$ cat src/rtl/fes_pkg.sv
package fes_pkg;
  localparam int CTL_W  = 16;
  localparam int HV_B   = 0;
  localparam int SUS_B  = 1;
  localparam int ERS_B  = 2;
  localparam int PGM_B  = 4;
  localparam int PEG_B  = 9;
  localparam int DONE_B = 10;
  localparam logic [CTL_W-1:0] WR_MASK =
    CTL_W'((1 << HV_B) | (1 << SUS_B) | (1 << ERS_B) | (1 << PGM_B));

  typedef enum logic [2:0] {
    ST_IDLE, ST_SEL, ST_LATCH, ST_ERASE, ST_SWAIT, ST_SUSP, ST_ABORT, ST_FIN
  } fes_state_e;
endpackage

$ cat src/rtl/fes_timer.sv
module fes_timer #(
  parameter int W = 8
) (
  input  logic         clk,
  input  logic         rst,
  input  logic         clr,
  input  logic         en,
  output logic [W-1:0] cnt
);
  always_ff @(posedge clk) begin
    if (rst || clr) cnt <= '0;
    else if (en)    cnt <= cnt + 1'b1;
  end
endmodule

$ cat src/rtl/fes_sector_mask.sv
module fes_sector_mask #(
  parameter int NSEC = 8
) (
  input  logic            clk,
  input  logic            rst,
  input  logic            slr_we,
  input  logic [NSEC-1:0] slr_sel,
  input  logic [NSEC-1:0] slr_lock,
  input  logic            start,
  input  logic            hold,
  output logic [NSEC-1:0] sel_mask,
  output logic [NSEC-1:0] lock_mask,
  output logic [NSEC-1:0] sec_en
);
  logic [NSEC-1:0] run_mask;

  always_ff @(posedge clk) begin
    if (rst) begin
      sel_mask  <= '0;
      lock_mask <= '0;
    end else if (slr_we) begin
      sel_mask  <= slr_sel;
      lock_mask <= slr_lock;
    end
  end

  for (genvar s = 0; s < NSEC; s++) begin : g_sec
    logic cand;
    assign cand = sel_mask[s] & ~lock_mask[s];
    always_ff @(posedge clk) begin
      if (rst) begin
        run_mask[s] <= 1'b0;
        sec_en[s]   <= 1'b0;
      end else begin
        if (start) run_mask[s] <= cand;
        sec_en[s] <= hold & (start ? cand : run_mask[s]);
      end
    end
  end
endmodule

$ cat src/rtl/fes_fsm.sv
module fes_fsm
  import fes_pkg::*;
#(
  parameter int T_ERASE = 64,
  parameter int SUS_LAT = 3,
  parameter int ABT_LAT = 4,
  parameter int EW      = 7,
  parameter int PW      = 3
) (
  input  logic             clk,
  input  logic             rst,
  input  logic             ctl_we,
  input  logic [CTL_W-1:0] ctl_wd,
  input  logic             arr_we,
  input  logic [EW-1:0]    ecnt,
  input  logic [PW-1:0]    pcnt,
  output logic             start,
  output logic             hold,
  output logic             e_run,
  output logic             p_clr,
  output logic             busy,
  output logic             commit,
  output logic [CTL_W-1:0] status
);
  fes_state_e st_q, st_d;
  logic ers_q, ehv_q, sus_q, pgm_q, done_q, peg_q;
  logic ers_d, ehv_d, sus_d, pgm_d, done_d, peg_d, commit_d;
  logic wd_unused;

  assign wd_unused = ^(ctl_wd & ~WR_MASK);

  always_comb begin
    st_d = st_q; ers_d = ers_q; ehv_d = ehv_q; sus_d = sus_q;
    pgm_d = pgm_q; done_d = done_q; peg_d = peg_q; commit_d = 1'b0;
    start = 1'b0;
    unique case (st_q)
      ST_IDLE: if (ctl_we) begin
        if (ctl_wd[ERS_B]) begin
          if (!pgm_q) begin st_d = ST_SEL; ers_d = 1'b1; end
        end else begin
          pgm_d = ctl_wd[PGM_B];
        end
      end
      ST_SEL: begin
        if (ctl_we && !ctl_wd[ERS_B]) begin st_d = ST_IDLE; ers_d = 1'b0; end
        else if (arr_we) st_d = ST_LATCH;
      end
      ST_LATCH: if (ctl_we) begin
        if (!ctl_wd[ERS_B]) begin
          st_d = ST_IDLE; ers_d = 1'b0;
        end else if (ctl_wd[HV_B]) begin
          st_d = ST_ERASE; ehv_d = 1'b1; done_d = 1'b0; peg_d = 1'b0;
          start = 1'b1;
        end
      end
      ST_ERASE: begin
        if (ecnt == EW'(T_ERASE - 1)) begin
          st_d = ST_FIN; done_d = 1'b1; peg_d = 1'b1; commit_d = 1'b1;
        end else if (ctl_we && !ctl_wd[HV_B]) begin
          st_d = ST_ABORT; ehv_d = 1'b0; peg_d = 1'b0;
        end else if (ctl_we && ctl_wd[ERS_B] && ctl_wd[SUS_B] && !sus_q && !pgm_q) begin
          st_d = ST_SWAIT; sus_d = 1'b1;
        end
      end
      ST_SWAIT: if (pcnt == PW'(SUS_LAT - 1)) begin
        st_d = ST_SUSP; done_d = 1'b1;
      end
      ST_SUSP: if (ctl_we && ctl_wd[ERS_B] && ctl_wd[HV_B] && !ctl_wd[SUS_B]) begin
        st_d = ST_ERASE; sus_d = 1'b0; done_d = 1'b0;
      end
      ST_ABORT: if (pcnt == PW'(ABT_LAT - 1)) begin
        st_d = ST_SEL; done_d = 1'b1;
      end
      ST_FIN: if (ctl_we && !ctl_wd[HV_B]) begin
        ehv_d = 1'b0;
        if (ctl_wd[ERS_B]) st_d = ST_SEL;
        else begin st_d = ST_IDLE; ers_d = 1'b0; end
      end
      default: st_d = ST_IDLE;
    endcase
  end

  always_ff @(posedge clk) begin
    if (rst) begin
      st_q <= ST_IDLE;
      {ers_q, ehv_q, sus_q, pgm_q, done_q, peg_q, commit} <= '0;
    end else begin
      st_q <= st_d;
      ers_q <= ers_d; ehv_q <= ehv_d; sus_q <= sus_d;
      pgm_q <= pgm_d; done_q <= done_d; peg_q <= peg_d;
      commit <= commit_d;
    end
  end

  assign hold  = (st_d == ST_ERASE) || commit_d;
  assign e_run = (st_q == ST_ERASE);
  assign busy  = e_run;
  assign p_clr = (st_q != st_d);

  always_comb begin
    status = '0;
    status[HV_B]   = ehv_q;
    status[SUS_B]  = sus_q;
    status[ERS_B]  = ers_q;
    status[PGM_B]  = pgm_q;
    status[PEG_B]  = peg_q;
    status[DONE_B] = done_q;
  end
endmodule

$ cat src/rtl/flash_erase_ctrl.sv
module flash_erase_ctrl
  import fes_pkg::*;
#(
  parameter int NSEC    = 8,
  parameter int AW      = 16,
  parameter int DW      = 32,
  parameter int T_ERASE = 64,
  parameter int SUS_LAT = 3,
  parameter int T_ESUS  = 8,
  parameter int ABT_LAT = 4
) (
  input  logic             clk,
  input  logic             rst,
  input  logic             ctl_we,
  input  logic [15:0]      ctl_wdata,
  output logic [15:0]      ctl_rdata,
  input  logic             slr_we,
  input  logic [NSEC-1:0]  slr_sel,
  input  logic [NSEC-1:0]  slr_lock,
  input  logic             arr_we,
  input  logic [AW-1:0]    arr_addr,
  input  logic [DW-1:0]    arr_wdata,
  output logic [NSEC-1:0]  sec_erase_en,
  output logic             erase_busy,
  output logic             erase_commit
);
  localparam int EW   = $clog2(T_ERASE + 1);
  localparam int PMAX = (SUS_LAT > ABT_LAT) ? SUS_LAT : ABT_LAT;
  localparam int PW   = $clog2(PMAX + 1);

  logic [EW-1:0]   ecnt;
  logic [PW-1:0]   pcnt;
  logic            start, hold, e_run, p_clr;
  logic [NSEC-1:0] sel_mask, lock_mask;
  logic            arr_unused;

  assign arr_unused = ^{arr_addr, arr_wdata};

  fes_fsm #(
    .T_ERASE(T_ERASE), .SUS_LAT(SUS_LAT), .ABT_LAT(ABT_LAT), .EW(EW), .PW(PW)
  ) u_fsm (
    .clk(clk), .rst(rst), .ctl_we(ctl_we), .ctl_wd(ctl_wdata), .arr_we(arr_we),
    .ecnt(ecnt), .pcnt(pcnt), .start(start), .hold(hold), .e_run(e_run),
    .p_clr(p_clr), .busy(erase_busy), .commit(erase_commit), .status(ctl_rdata)
  );

  fes_timer #(.W(EW)) u_erase_tmr (
    .clk(clk), .rst(rst), .clr(start), .en(e_run), .cnt(ecnt)
  );

  fes_timer #(.W(PW)) u_phase_tmr (
    .clk(clk), .rst(rst), .clr(p_clr), .en(1'b1), .cnt(pcnt)
  );

  fes_sector_mask #(.NSEC(NSEC)) u_mask (
    .clk(clk), .rst(rst), .slr_we(slr_we), .slr_sel(slr_sel), .slr_lock(slr_lock),
    .start(start), .hold(hold), .sel_mask(sel_mask), .lock_mask(lock_mask),
    .sec_en(sec_erase_en)
  );
endmodule

$ cat config.mk
export PLATFORM = sky130hd
export DESIGN_NAME = flash_erase_ctrl
export DESIGN_NICKNAME = d
export VERILOG_FILES = /design/src/rtl/fes_pkg.sv /design/src/rtl/fes_timer.sv /design/src/rtl/fes_sector_mask.sv /design/src/rtl/fes_fsm.sv /design/src/rtl/flash_erase_ctrl.sv
export SDC_FILE = /design/constraint.sdc
export NUM_CORES = 1
export LEC_CHECK = 0
export BUFFER_PORTS_ARGS = -buffer_cell sky130_fd_sc_hd__buf_2
export CAP_MARGIN = 20
export CORE_UTILIZATION = 40
export CTS_BUF_LIST = sky130_fd_sc_hd__clkbuf_8
export DETAILED_ROUTE_END_ITERATION = 10
export PLACE_DENSITY_LB_ADDON = 0.2
export SLEW_MARGIN = 40
export SYNTH_ARGS = -nofsm -noshare
export SYNTH_HDL_FRONTEND = slang
export SYNTH_SLANG_ARGS = --single-unit
$ cat constraint.sdc
create_clock -name clk -period 3.55 [get_ports clk]
set_input_delay 0.1775 -clock clk [delete_from_list [all_inputs] [get_ports clk]]
set_output_delay 0.1775 -clock clk [all_outputs]
set_load 0.01 [all_outputs]
==> qor.yml, run 1 <==
sta:
  final-hold-violation-count: 0
  tns_ps: 0
  drv_slew: 0
  fmax_ghz: 0.381
  rsz0062_at_grt: "false"
  max-slew-margin-rel: 0.481
  worst_pin_slew_ps: 779
  final.period_utilization: 0.739
  postLayoutSetupSlackWorst_ps: 925
  setup_viol: 0
  finalCriticalPeriod_ps: 2620
  finClkSkew_ps: 7.40
logic_synthesis:
  synth_area_leader_cell: "dfxtp_1"
  syn_area_per_cell_um2: 8.94
  synth_top_flop_cell: "dfxtp_1"
  synth_edf_count: 0
  synth_area_um2: 2400
  yosys-top-cells-area: "dfxtp_1, mux2i_1, nor2_1"
  synth.most_common_cell: "dfxtp_1"
  synth_seq_cells: 52
  postSynth.asyncResetShare: 0
  yosysSeqAreaShare: 0.433
  synth_top_area_frac: 0.433
  synth_cell_types: 52
  yosysWarnings: 0
  synth_cells: 269
  synth_common_cells: "dfxtp_1, nor2_1, a21oi_1, mux2i_1, buf_4"
job:
  drv_cap: 0
clocking:
  cts_buffer_depth: 2
  clk_pin_slew_ps: 100
  htree_levels: 2
  cts_resized: 0
  cts_hold_buf: 0
  cts-root-buf: "clkbuf_8"
  post_cts_buffers: 0
  cts_tree: "built"
  insertion_delay_ps: 300
  numClockSinks: 52
  cts_buffers: 5
power_and_ir_drop:
  seq_power_share: 0.569
  pwr-share-comb: 0.119
  p_int_mw: 0.802
  p_leak_nw: 1.14
  p_switching_mw: 0.301
  ir_drop_mv: 0.275
  power_density_nw_per_um2: 418
  pwr-share-clk: 0.311
  switching_share: 0.273
place:
  portBuffers: 40
  pre_cts_ws_ps: 980
  dp.final_hpwl_mm: 3.32
  globalplace.congestion: 0.814
setup_path:
  critPathLaunchType: "register"
  required_ps: 3760
  path_max_fanout: 20
  end_kind: "register"
  cp_data_arrival_time_ps: 2840
  path_class: "reg -> reg"
floorplan:
  initial_core_util: 0.426
  die_h_um: 79.5
  die_area_um2: 6320
  die_w_um: 79.5
  rows: 27
  coreArea_um2: 5640
  ioPinCount: 111
global_route:
  grt_antenna_before_repair: 0
  grt_pass1_wl_mm: 8.38
  overflow: 0
  grt_usage: 0.168
  grt_max_degree: 44
  grt_pass1_vias: 1838
drt:
  drc: 0
  wl_per_cell_um: 13.3
  vias: 1927
  wirelength_mm: 4.88
  drtAntennaViolNets: 0
  firstDrtPassIters: 4
  vias_per_cell: 5.25
  drtIter0Drc: 151
worst_hold_path:
  hp-class: "in -> reg"
final_layout:
  antenna-diode-count: 0
  seq_area_um2: 1040
  multiInputGateArea_um2: 1190
  drive_above_1_share: 0.183
  fin_nets: 383
  nFillCells: 577
  synthToLayoutAreaGrowth_pct: 9.63
run_status:
  status: "completed"
-- power by group through the flow --
stage                     logic (mW)  clock network, mW  registers, mW
after global routing           0.150              0.383          0.632
after floorplan                0.119                  0          0.627
after CTS                      0.131              0.358          0.628
after detailed placement       0.131                  0          0.642
after global placement         0.129                  0          0.641
final                          0.131              0.343          0.628
-- critical path, stage by stage (launching register included) --
cell	delay, ps
dfxtp_1	790
nand3b_4	230
or3_1	550
o31a_1	190
a21oi_2	230
a32oi_2	270
nor3_1	270
-- layer usage --
metal | vias up | GRT usage | wire (um)
li1 | 970 | - | -
met1 | 900 | 0.214 | 2310
met2 | 52 | 0.277 | 2260
met3 | 5 | 0.0400 | 265
met4 | 0 | 0.0582 | 40
met5 | - | 0 | 0
-- logic make-up after synthesis --
logic type / Yosys count / share of synthesized area
fa+ha+maj: 4 / 0.0208
mux: 17 / 0.0708
xor+xnor: 5 / 0.0182
flops: 52 / 0.433
compound gates: 51 / 0.146
simple gates: 102 / 0.224
other cells: 1 / 0.00156
buf+inv: 37 / 0.0854
-- layout by cell type (no fill, tap or decap), types with 3 or more instances in the layout --
cell      instances
inv_1             5
a21oi_1          17
nand2_1          10
nor3b_1           8
a31oi_1           5
nand3_1           3
nor2b_1           8
conb_1           10
nand2b_1          3
o21ai_0           4
ha_1              4
mux2i_1          17
clkbuf_8          5
nor3_1           13
buf_2            40
nand4_1           4
o211ai_1          3
dfxtp_1          52
xor2_1            4
nor2_1           39
-- registers in the layout, indices dropped and copies added, names as in the netlist, 3 cells and up --
name,count
u_mask.lock_mask,8
u_mask.run_mask,8
u_mask.sec_en,8
u_mask.sel_mask,8
u_erase_tmr.cnt,7
u_fsm.st_q,3
u_phase_tmr.cnt,3
-- stage by stage --
stage | util | cells | instance area (um^2) | hold slack [ps] | power [mW]
after floorplan | - | 278 | 2440 | 324 | 0.746
after detailed placement | 0.451 | 359 | 2540 | 417 | 0.772
after CTS | 0.467 | 367 | 2640 | 91.7 | 1.12
final | 0.467 | 367 | 2640 | 96.5 | 1.10
after global routing | 0.467 | 367 | 2640 | 94.6 | 1.17
after global placement | 0.451 | 359 | 2540 | 411 | 0.770
-- layout make-up --
class	count	share of cell area
Inverter	6	0.00855
Multi-Input combinational cell	189	0.452
Clock buffer	5	0.0261
Timing Repair Buffer	40	0.0760
Tap cell	72	0.0342
Clock inverter	3	0.00807
Sequential cell	52	0.395
-- final timing paths --
path                                                    start                         endpoint  slack, ps  depth (start not counted)
worst min-delay path                               slr_sel[0]  u_mask.sel_mask[0]$_SDFFE_PP0P_        100                          3
worst min register to register  u_phase_tmr.cnt[0]$_SDFF_PP0_    u_phase_tmr.cnt[0]$_SDFF_PP0_        460                          1
worst max-delay path                 u_fsm.st_q[1]$_SDFF_PP0_      u_mask.sec_en[1]$_SDFF_PP0_        930                          6
worst max register to register       u_fsm.st_q[1]$_SDFF_PP0_      u_mask.sec_en[1]$_SDFF_PP0_        930                          6
Power figures use the tool's default switching activity.
==> inputs of run 2 (changes only) <==
==> constraint.sdc (replaced) <==
create_clock -name clk -period 2.4 [get_ports clk]
set_input_delay 0.12 -clock clk [delete_from_list [all_inputs] [get_ports clk]]
set_output_delay 0.12 -clock clk [all_outputs]
set_load 0.01 [all_outputs]
==> run 2 against run 1 <==
Maximum frequency increased by 24%. Flip-flop and latch count unchanged. Die area unchanged. Critical path depth increased by 2. Clock power increased by 44%. Critical path type unchanged.
==> qor.yml, run 2 (synthesized netlist as in run 1, its figures left out) <==
clocking:
  insertion_delay_ps: 300
  cts_resized: 0
  cts_buffers: 5
  post_cts_buffers: 0
  htree_levels: 2
  cts-root-buf: "clkbuf_8"
  numClockSinks: 52
  clk_pin_slew_ps: 90
  cts_hold_buf: 0
  cts_tree: "built"
  cts_buffer_depth: 2
sta:
  rsz0062_at_grt: "false"
  max-slew-margin-rel: 0.605
  finClkSkew_ps: 4.05
  setup_viol: 0
  tns_ps: 0
  final-hold-violation-count: 0
  fmax_ghz: 0.474
  final.period_utilization: 0.879
  postLayoutSetupSlackWorst_ps: 291
  drv_slew: 0
  finalCriticalPeriod_ps: 2110
  worst_pin_slew_ps: 577
final_layout:
  antenna-diode-count: 0
  drive_above_1_share: 0.204
  final_common_cell: "dfxtp_1"
  fin_nets: 392
  layout_common_cells: "dfxtp_1, buf_2, nor2_1, mux2i_1, a21oi_1"
  seq_area_um2: 1040
  multiInputGateArea_um2: 1190
  synthToLayoutAreaGrowth_pct: 12.4
  nFillCells: 558
  final_area_um2: 2700
power_and_ir_drop:
  p_switching_mw: 0.436
  p_int_mw: 1.19
  power_density_nw_per_um2: 601
  ir_drop_mv: 0.373
  pwr-share-clk: 0.304
  switching_share: 0.268
  seq_power_share: 0.564
  power.total_mw: 1.62
  p_leak_nw: 1.18
  pwr-share-comb: 0.133
place:
  portBuffers: 40
  place_area_um2: 2610
  dp.final_hpwl_mm: 3.44
  globalplace.congestion: 0.788
  pre_cts_ws_ps: 293
setup_path:
  path_max_fanout: 8
  r2r_start: "u_erase_tmr.cnt[0]$_SDFFE_PP0P_"
  reg2regPathDepth: 8
  path_class: "reg -> reg"
  r2r-end: "u_mask.sec_en[1]$_SDFF_PP0_"
  cp_data_arrival_time_ps: 2340
  r2r_slack_ps: 290
  crit_end: "u_mask.sec_en[1]$_SDFF_PP0_"
  setup.worst_path.start: "u_erase_tmr.cnt[0]$_SDFFE_PP0P_"
  critPathLaunchType: "register"
  required_ps: 2630
  end_kind: "register"
global_route:
  grt_pass1_wl_mm: 8.54
  grt_pass1_vias: 1843
  grt_antenna_before_repair: 0
  overflow: 0
  grt_usage: 0.173
  grt_max_degree: 27
floorplan:
  die_area_um2: 6320
  die_w_um: 79.5
  coreArea_um2: 5640
  ioPinCount: 111
  initial_core_util: 0.426
  die_h_um: 79.5
  rows: 27
drt:
  firstDrtPassIters: 4
  vias_per_cell: 5.13
  drtIter0Drc: 118
  drc: 0
  wirelength_mm: 4.92
  drtAntennaViolNets: 0
  wl_per_cell_um: 13.1
  vias: 1929
run_status:
  status: "completed"
worst_hold_path:
  worstHoldStart: "slr_sel[3]"
  hp-class: "in -> reg"
job:
  drv_cap: 0
## run 2: cell count changes in the layout (fill, tap and decap cells not counted), sizes merged
cell	delta
buf	+9
## run 2: power by group through the flow
stage	logic (mW)	registers (mW)	clock network [mW]
after CTS	0.215	0.916	0.514
after floorplan	0.176	0.928	0
after global placement	0.214	0.935	0
after global routing	0.245	0.921	0.544
after detailed placement	0.214	0.936	0
final	0.216	0.915	0.493
## run 2: routing by layer
metal | track usage | up-vias | wire length, um
li1 | - | 992 | -
met1 | 0.224 | 886 | 2370
met4 | 0.0655 | 0 | 71
met5 | 0 | - | 0
met2 | 0.282 | 44 | 2270
met3 | 0.0331 | 7 | 210
## run 2: how the worst min path moves through the flow
| stage | cells after the start | endpoint | slack [ps] |
|---|---|---|---|
| finish | 3 | u_mask.sel_mask[3]$_SDFFE_PP0P_ | 40 |
| floorplan | 2 | u_mask.sel_mask[0]$_SDFFE_PP0P_ | 270 |
| detailed placement | 3 | u_mask.sel_mask[0]$_SDFFE_PP0P_ | 360 |
| CTS | 3 | u_mask.sel_mask[3]$_SDFFE_PP0P_ | 30 |
| global placement | 3 | u_mask.lock_mask[7]$_SDFFE_PP0P_ | 360 |
| global route | 3 | u_mask.lock_mask[3]$_SDFFE_PP0P_ | 50 |
## run 2: final cells by class
type,instances,area share
Multi-Input combinational cell,189,0.441
Sequential cell,52,0.385
Timing Repair Buffer,49,0.0991
Tap cell,72,0.0333
Clock buffer,5,0.0255
Inverter,6,0.00834
Clock inverter,3,0.00741
## run 2: stage by stage
step | cells | utilization | hold slack, ps
after floorplan | 278 | - | 267
after global placement | 368 | 0.463 | 355
after detailed placement | 368 | 0.463 | 360
after CTS | 376 | 0.479 | 31.6
after global routing | 376 | 0.479 | 49.5
final | 376 | 0.479 | 42.8
## run 2: worst max-delay path, cell delays in order, from the launching register on
cell	delay, ps
dfxtp_1	340
ha_1	210
nand3_1	100
or3_1	220
o211ai_1	130
a2111oi_2	470
a32oi_2	180
buf_4	190
nor3_1	180
